### config.mk
export PLATFORM = sky130hd
export DESIGN_NAME = crc16_serial_unit
export DESIGN_NICKNAME = d
export VERILOG_FILES = /design/src/rtl/crc16_pkg.sv /design/src/rtl/crc16_tap_select.sv /design/src/rtl/crc16_lfsr_step.sv /design/src/rtl/crc16_seq_ctrl.sv /design/src/rtl/crc16_serial_unit.sv
export SDC_FILE = /design/constraint.sdc
export NUM_CORES = 1
export LEC_CHECK = 0
export ABC_AREA = 1
export BUFFER_PORTS_ARGS = -buffer_cell sky130_fd_sc_hd__buf_2
export CORE_ASPECT_RATIO = 0.6
export CORE_UTILIZATION = 35
export DETAILED_ROUTE_END_ITERATION = 7
export HOLD_SLACK_MARGIN = 0.02
export PLACE_DENSITY_LB_ADDON = 0.12
export SLEW_MARGIN = 20
export SYNTH_ARGS = -nofsm -noshare
export SYNTH_HDL_FRONTEND = slang
export SYNTH_SLANG_ARGS = --single-unit
### constraint.sdc
create_clock -name clk -period 1.7 [get_ports clk]
set_clock_uncertainty 0.1 [all_clocks]
set_input_delay 0.17 -clock clk [delete_from_list [all_inputs] [get_ports clk]]
set_output_delay 0.17 -clock clk [all_outputs]
set_load 0.01 [all_outputs]
### src/rtl/crc16_pkg.sv
package crc16_pkg;
    localparam int unsigned CRC_W = 16;
    // Low CRC_W bits of each generator; the X^CRC_W term is implicit.
    localparam logic [CRC_W-1:0] TAPS_GEN0 = 16'h8005;
    localparam logic [CRC_W-1:0] TAPS_GEN1 = 16'h1021;

    typedef enum logic [1:0] {
        SEQ_IDLE = 2'd0,
        SEQ_RUN  = 2'd1,
        SEQ_EMIT = 2'd2
    } seq_state_e;
endpackage

### src/rtl/crc16_tap_select.sv
module crc16_tap_select #(
    parameter int unsigned    W      = 16,
    parameter logic [W-1:0]   TAPS_0 = 16'h8005,
    parameter logic [W-1:0]   TAPS_1 = 16'h1021
) (
    input  logic         sel,
    output logic [W-1:0] taps
);
    always_comb begin
        taps = sel ? TAPS_1 : TAPS_0;
    end
endmodule

### src/rtl/crc16_lfsr_step.sv
module crc16_lfsr_step #(
    parameter int unsigned W = 16
) (
    input  logic [W-1:0] cur,
    input  logic [W-1:0] taps,
    input  logic         din,
    input  logic         feed,    // 1: divide in a data bit, 0: plain shift
    output logic [W-1:0] nxt
);
    logic fb;

    always_comb begin
        fb = feed & (cur[W-1] ^ din);
    end

    for (genvar i = 0; i < W; i++) begin : g_stage
        if (i == 0) begin : g_lsb
            always_comb nxt[i] = fb & taps[i];
        end else begin : g_mid
            always_comb nxt[i] = cur[i-1] ^ (fb & taps[i]);
        end
    end
endmodule

### src/rtl/crc16_seq_ctrl.sv
module crc16_seq_ctrl
    import crc16_pkg::*;
#(
    parameter int unsigned W = 16
) (
    input  logic clk,
    input  logic rst_n,
    input  logic init,
    input  logic mode_in,
    input  logic bit_valid,
    input  logic msg_end,
    output logic accept,
    output logic last_check,
    output logic emitting
);
    localparam int unsigned CNT_W = $clog2(W);
    localparam logic [CNT_W-1:0] CNT_LAST = CNT_W'(W - 1);

    typedef struct packed {
        seq_state_e     st;
        logic           mode_chk;
        logic [CNT_W-1:0] cnt;
    } ctrl_t;

    ctrl_t ctrl_d, ctrl_q;

    always_comb begin
        ctrl_d     = ctrl_q;
        accept     = 1'b0;
        last_check = 1'b0;
        emitting   = (ctrl_q.st == SEQ_EMIT);
        if (init) begin
            ctrl_d.st       = SEQ_RUN;
            ctrl_d.mode_chk = mode_in;
            ctrl_d.cnt      = '0;
        end else begin
            case (ctrl_q.st)
                SEQ_RUN: begin
                    accept = bit_valid;
                    if (bit_valid && msg_end) begin
                        last_check = ctrl_q.mode_chk;
                        ctrl_d.st  = ctrl_q.mode_chk ? SEQ_IDLE : SEQ_EMIT;
                        ctrl_d.cnt = '0;
                    end
                end
                SEQ_EMIT: begin
                    ctrl_d.cnt = ctrl_q.cnt + 1'b1;
                    if (ctrl_q.cnt == CNT_LAST) begin
                        ctrl_d.st = SEQ_IDLE;
                    end
                end
                default: ctrl_d.st = SEQ_IDLE;
            endcase
        end
    end

    always_ff @(posedge clk) begin
        if (!rst_n) begin
            ctrl_q <= '{st: SEQ_IDLE, mode_chk: 1'b0, cnt: '0};
        end else begin
            ctrl_q <= ctrl_d;
        end
    end
endmodule

### src/rtl/crc16_serial_unit.sv
module crc16_serial_unit
    import crc16_pkg::*;
#(
    parameter int unsigned    W      = CRC_W,
    parameter logic [W-1:0]   TAPS_0 = TAPS_GEN0,
    parameter logic [W-1:0]   TAPS_1 = TAPS_GEN1
) (
    input  logic clk,
    input  logic rst_n,
    input  logic init,
    input  logic poly_sel,
    input  logic mode_check,
    input  logic bit_in,
    input  logic bit_valid,
    input  logic msg_end,
    output logic out_bit,
    output logic out_valid,
    output logic chk_done,
    output logic chk_err
);
    typedef struct packed {
        logic [W-1:0] rem;
        logic         psel;
        logic         done;
        logic         err;
    } core_t;

    core_t core_d, core_q;

    logic         accept;
    logic         last_check;
    logic         emitting;
    logic [W-1:0] taps;
    logic [W-1:0] rem_step;

    crc16_seq_ctrl #(.W(W)) u_ctrl (
        .clk        (clk),
        .rst_n      (rst_n),
        .init       (init),
        .mode_in    (mode_check),
        .bit_valid  (bit_valid),
        .msg_end    (msg_end),
        .accept     (accept),
        .last_check (last_check),
        .emitting   (emitting)
    );

    crc16_tap_select #(.W(W), .TAPS_0(TAPS_0), .TAPS_1(TAPS_1)) u_taps (
        .sel  (core_q.psel),
        .taps (taps)
    );

    crc16_lfsr_step #(.W(W)) u_step (
        .cur  (core_q.rem),
        .taps (taps),
        .din  (bit_in),
        .feed (accept),
        .nxt  (rem_step)
    );

    always_comb begin
        core_d      = core_q;
        core_d.done = 1'b0;
        core_d.err  = 1'b0;
        if (init) begin
            core_d.rem  = '0;
            core_d.psel = poly_sel;
        end else if (accept) begin
            core_d.rem = rem_step;
            if (last_check) begin
                core_d.done = 1'b1;
                core_d.err  = |rem_step;
            end
        end else if (emitting) begin
            core_d.rem = rem_step;
        end
    end

    always_ff @(posedge clk) begin
        if (!rst_n) begin
            core_q <= '0;
        end else begin
            core_q <= core_d;
        end
    end

    assign out_valid = emitting;
    assign out_bit   = emitting & core_q.rem[W-1];
    assign chk_done  = core_q.done;
    assign chk_err   = core_q.err;
endmodule

==> impl_metrics.yaml <==
finish:
  diodes: 0
  finish.utilization: 0.4498
  regArea_sq_um: 520.5
  fill_cells: 330
  layout.nets: 184
  syn_to_final_growth_pct: 15.05
  layout.cells.non_filler: 216
  multi_input_area_sq_um: 533.0
  drive_above_1_share: 0.1724
route:
  ant_nets: 0
  route.met3.wl_um: 146
  drtIter0Drc: 42
  drt_wl_total_um: 2503
  wl_per_cell_um: 11.59
  drcViolationCount: 0
  routed.top_layer: "met3"
  wl_met2_um: 984
  wl_met1_um: 1372
  dr.pass1.iters: 4
  via_count: 1036
  vias_per_cell: 4.796
setup_path:
  cp-end-kind: "output port"
  worst_ep_required_time_ns: 1.43
  cp-start-kind: "flop"
  critical_path_class: "reg2out"
  worst-path-max-fanout: 9
  worstReg2RegStart: "u_ctrl.ctrl_q[6]"
  cp_data_arrival_time_ns: 1.31
  crit_start: "u_ctrl.ctrl_q[6]"
power:
  power_mw: 1.250
  p_per_area_mw_per_mm2: 914.1
  ir_worst_vdd_v: 0.0004859
  p_leak_nw: 0.5842
global_route:
  grt_pass1_vias: 884
  antenna_found_initial: 0
  grt_first_pass_wirelength_um: 3974
  overflow: 0
  grt.total_usage: 0.1452
  grt_max_degree: 29
synthesis:
  syn_nets: 169
  avgSynthCellArea_sq_um: 7.429
  synth_cell_type_count: 20
  yosysSeqAreaShare: 0.4379
  syn-cell-area_sq_mm: 0.001189
  ys_seq_elements: 26
  yosys_warnings: 0
  synth_cells: 160
timing:
  timing.final.ws_setup_ns: 0.1199
  hold_viol: 0
  drv_slew: 0
  relSlewSlack: 0.6546
  fmax_ghz: 0.6329
  worstMarginPinSlew_ns: 0.5161
  min_period_ns: 1.580
  final-setup-viol-count: 0
  rsz0062_at_grt: "true"
  fin_crit_sh: 0.9295
cts:
  cts_num_sinks: 26
  cts-root-buf: "clkbuf_8"
  cts_resized: 0
  cts_buffers: 3
  clock_latency_ns: 0.27
  clkTransAtPathRegs_ns: 0.09
  postCtsSetupBuffers: 0
  htreeDepth: 1
  ctsHoldBuffers: 0
  clockBufferDepth: 2
  cts_tree: "built"
outcome:
  run_status: "finished, final reports clean"
placed_design:
  gp_congestion: 0.7619
  io_buffers: 11
  post-place-cells: 211
  dpl.hpwl_um: 1796
  place_ws_ns: 0.03131
die:
  io_pins: 12
  rows: 15
  die_h_um: 47.14
  start_util: 0.3909
  die_area_sq_mm: 0.003641
  fp.dieW_um: 77.24
  core_sq_mm: 0.003040
min_path:
  hold_class: "in2reg"
  hp-start: "mode_check"
run:
  drv_cap: 0
[through the flow]
step	hold WS [ns]	setup TNS [ns]	area, sq um
finish	0.03391	0	1368
global route	0.04331	-0.001333	1368
CTS	0.03194	0	1351
detailed placement	0.3124	0	1280
global placement	0.3005	0	1280
floorplan	0.2003	0	1189
[synthesized netlist by cell type]
cell	instances	area (sq um)
nor2_2	1	6.260
inv_1	34	127.6
nor2_1	9	33.78
nand3_1	13	65.06
nand2_1	21	78.83
o21ai_1	5	25.02
o21ai_2	1	8.760
buf_2	1	5.000
nand2_2	2	12.51
a21oi_1	15	75.07
o21ai_4	1	16.27
ha_1	1	12.51
nor3_1	1	5.000
dfxtp_1	26	520.5
buf_6	1	11.26
buf_4	1	7.510
nand4_1	6	37.54
nor2_4	2	22.52
o21ai_0	13	65.06
a21oi_2	6	52.55
[sequential cells by signal, summed over array words and instances (netlist names)]
name,count
u_ctrl.ctrl_q,7
chk_err,1
chk_done,1
core_q,17
[power breakdown]
part           total, mW  switching [mW]  internal, mW
sequential         0.633          0.0100         0.623
clock              0.512           0.197         0.315
combinational      0.106          0.0710        0.0347
total               1.25           0.278         0.972
[cell usage in the layout, fill, tap and decap left out]
cell / Yosys / layout
nand3_1: 13 / 13
nand4_1: 6 / 6
clkbuf_8: 0 / 3
nor2_4: 2 / 2
o21ai_4: 1 / 2
nand2_1: 21 / 21
nand2_2: 2 / 2
inv_1: 34 / 34
a21oi_1: 15 / 15
nor3_1: 1 / 1
dfxtp_1: 26 / 26
o21ai_0: 13 / 13
buf_4: 1 / 1
o21ai_2: 1 / 1
o21ai_1: 5 / 5
buf_2: 1 / 11
ha_1: 1 / 1
bufinv_16: 0 / 1
a21oi_2: 6 / 6
nor2_2: 1 / 1
nor2_1: 9 / 9
[worst max-delay path: stages, from the launching register on]
cell and delay, ns:
dfxtp_1 0.32, inv_1 0.08, nor2_4 0.20, inv_1 0.20, nor2_1 0.12, buf_2 0.13
[worst paths after layout]
kind	to	slack, ns	cells past startpoint
worst min-delay path	u_ctrl.ctrl_q[4]	0.03	3
worst max register to register	core_q[5]	0.23	8
worst min register to register	u_ctrl.ctrl_q[3]	0.37	2
worst max-delay path	out_bit	0.12	5
[final cells by class]
cell class,count,area share
tap,42,0.03843
clock buffer,3,0.03019
clock inverter,1,0.02196
sequential,26,0.3806
inverter,34,0.09332
multi-input combinational,98,0.3898
timing repair buffer,12,0.04575
[routing by layer]
metal / global-route usage / up-vias
met2: 0.2159 / 27
met1: 0.2096 / 467
met4: 0.02264 / 0
met3: 0.04660 / 0
met5: 0 / -
li1: - / 542
[cell families after synthesis]
logic type | count (synthesis) | synth area share
adders and majority gates | 1 | 0.01052
buffers and inverters | 37 | 0.1274
DFF | 26 | 0.4379
and+or+nand+nor | 55 | 0.2200
AOI/OAI and AO/OA | 41 | 0.2042
(Power assumes the default switching activity.)
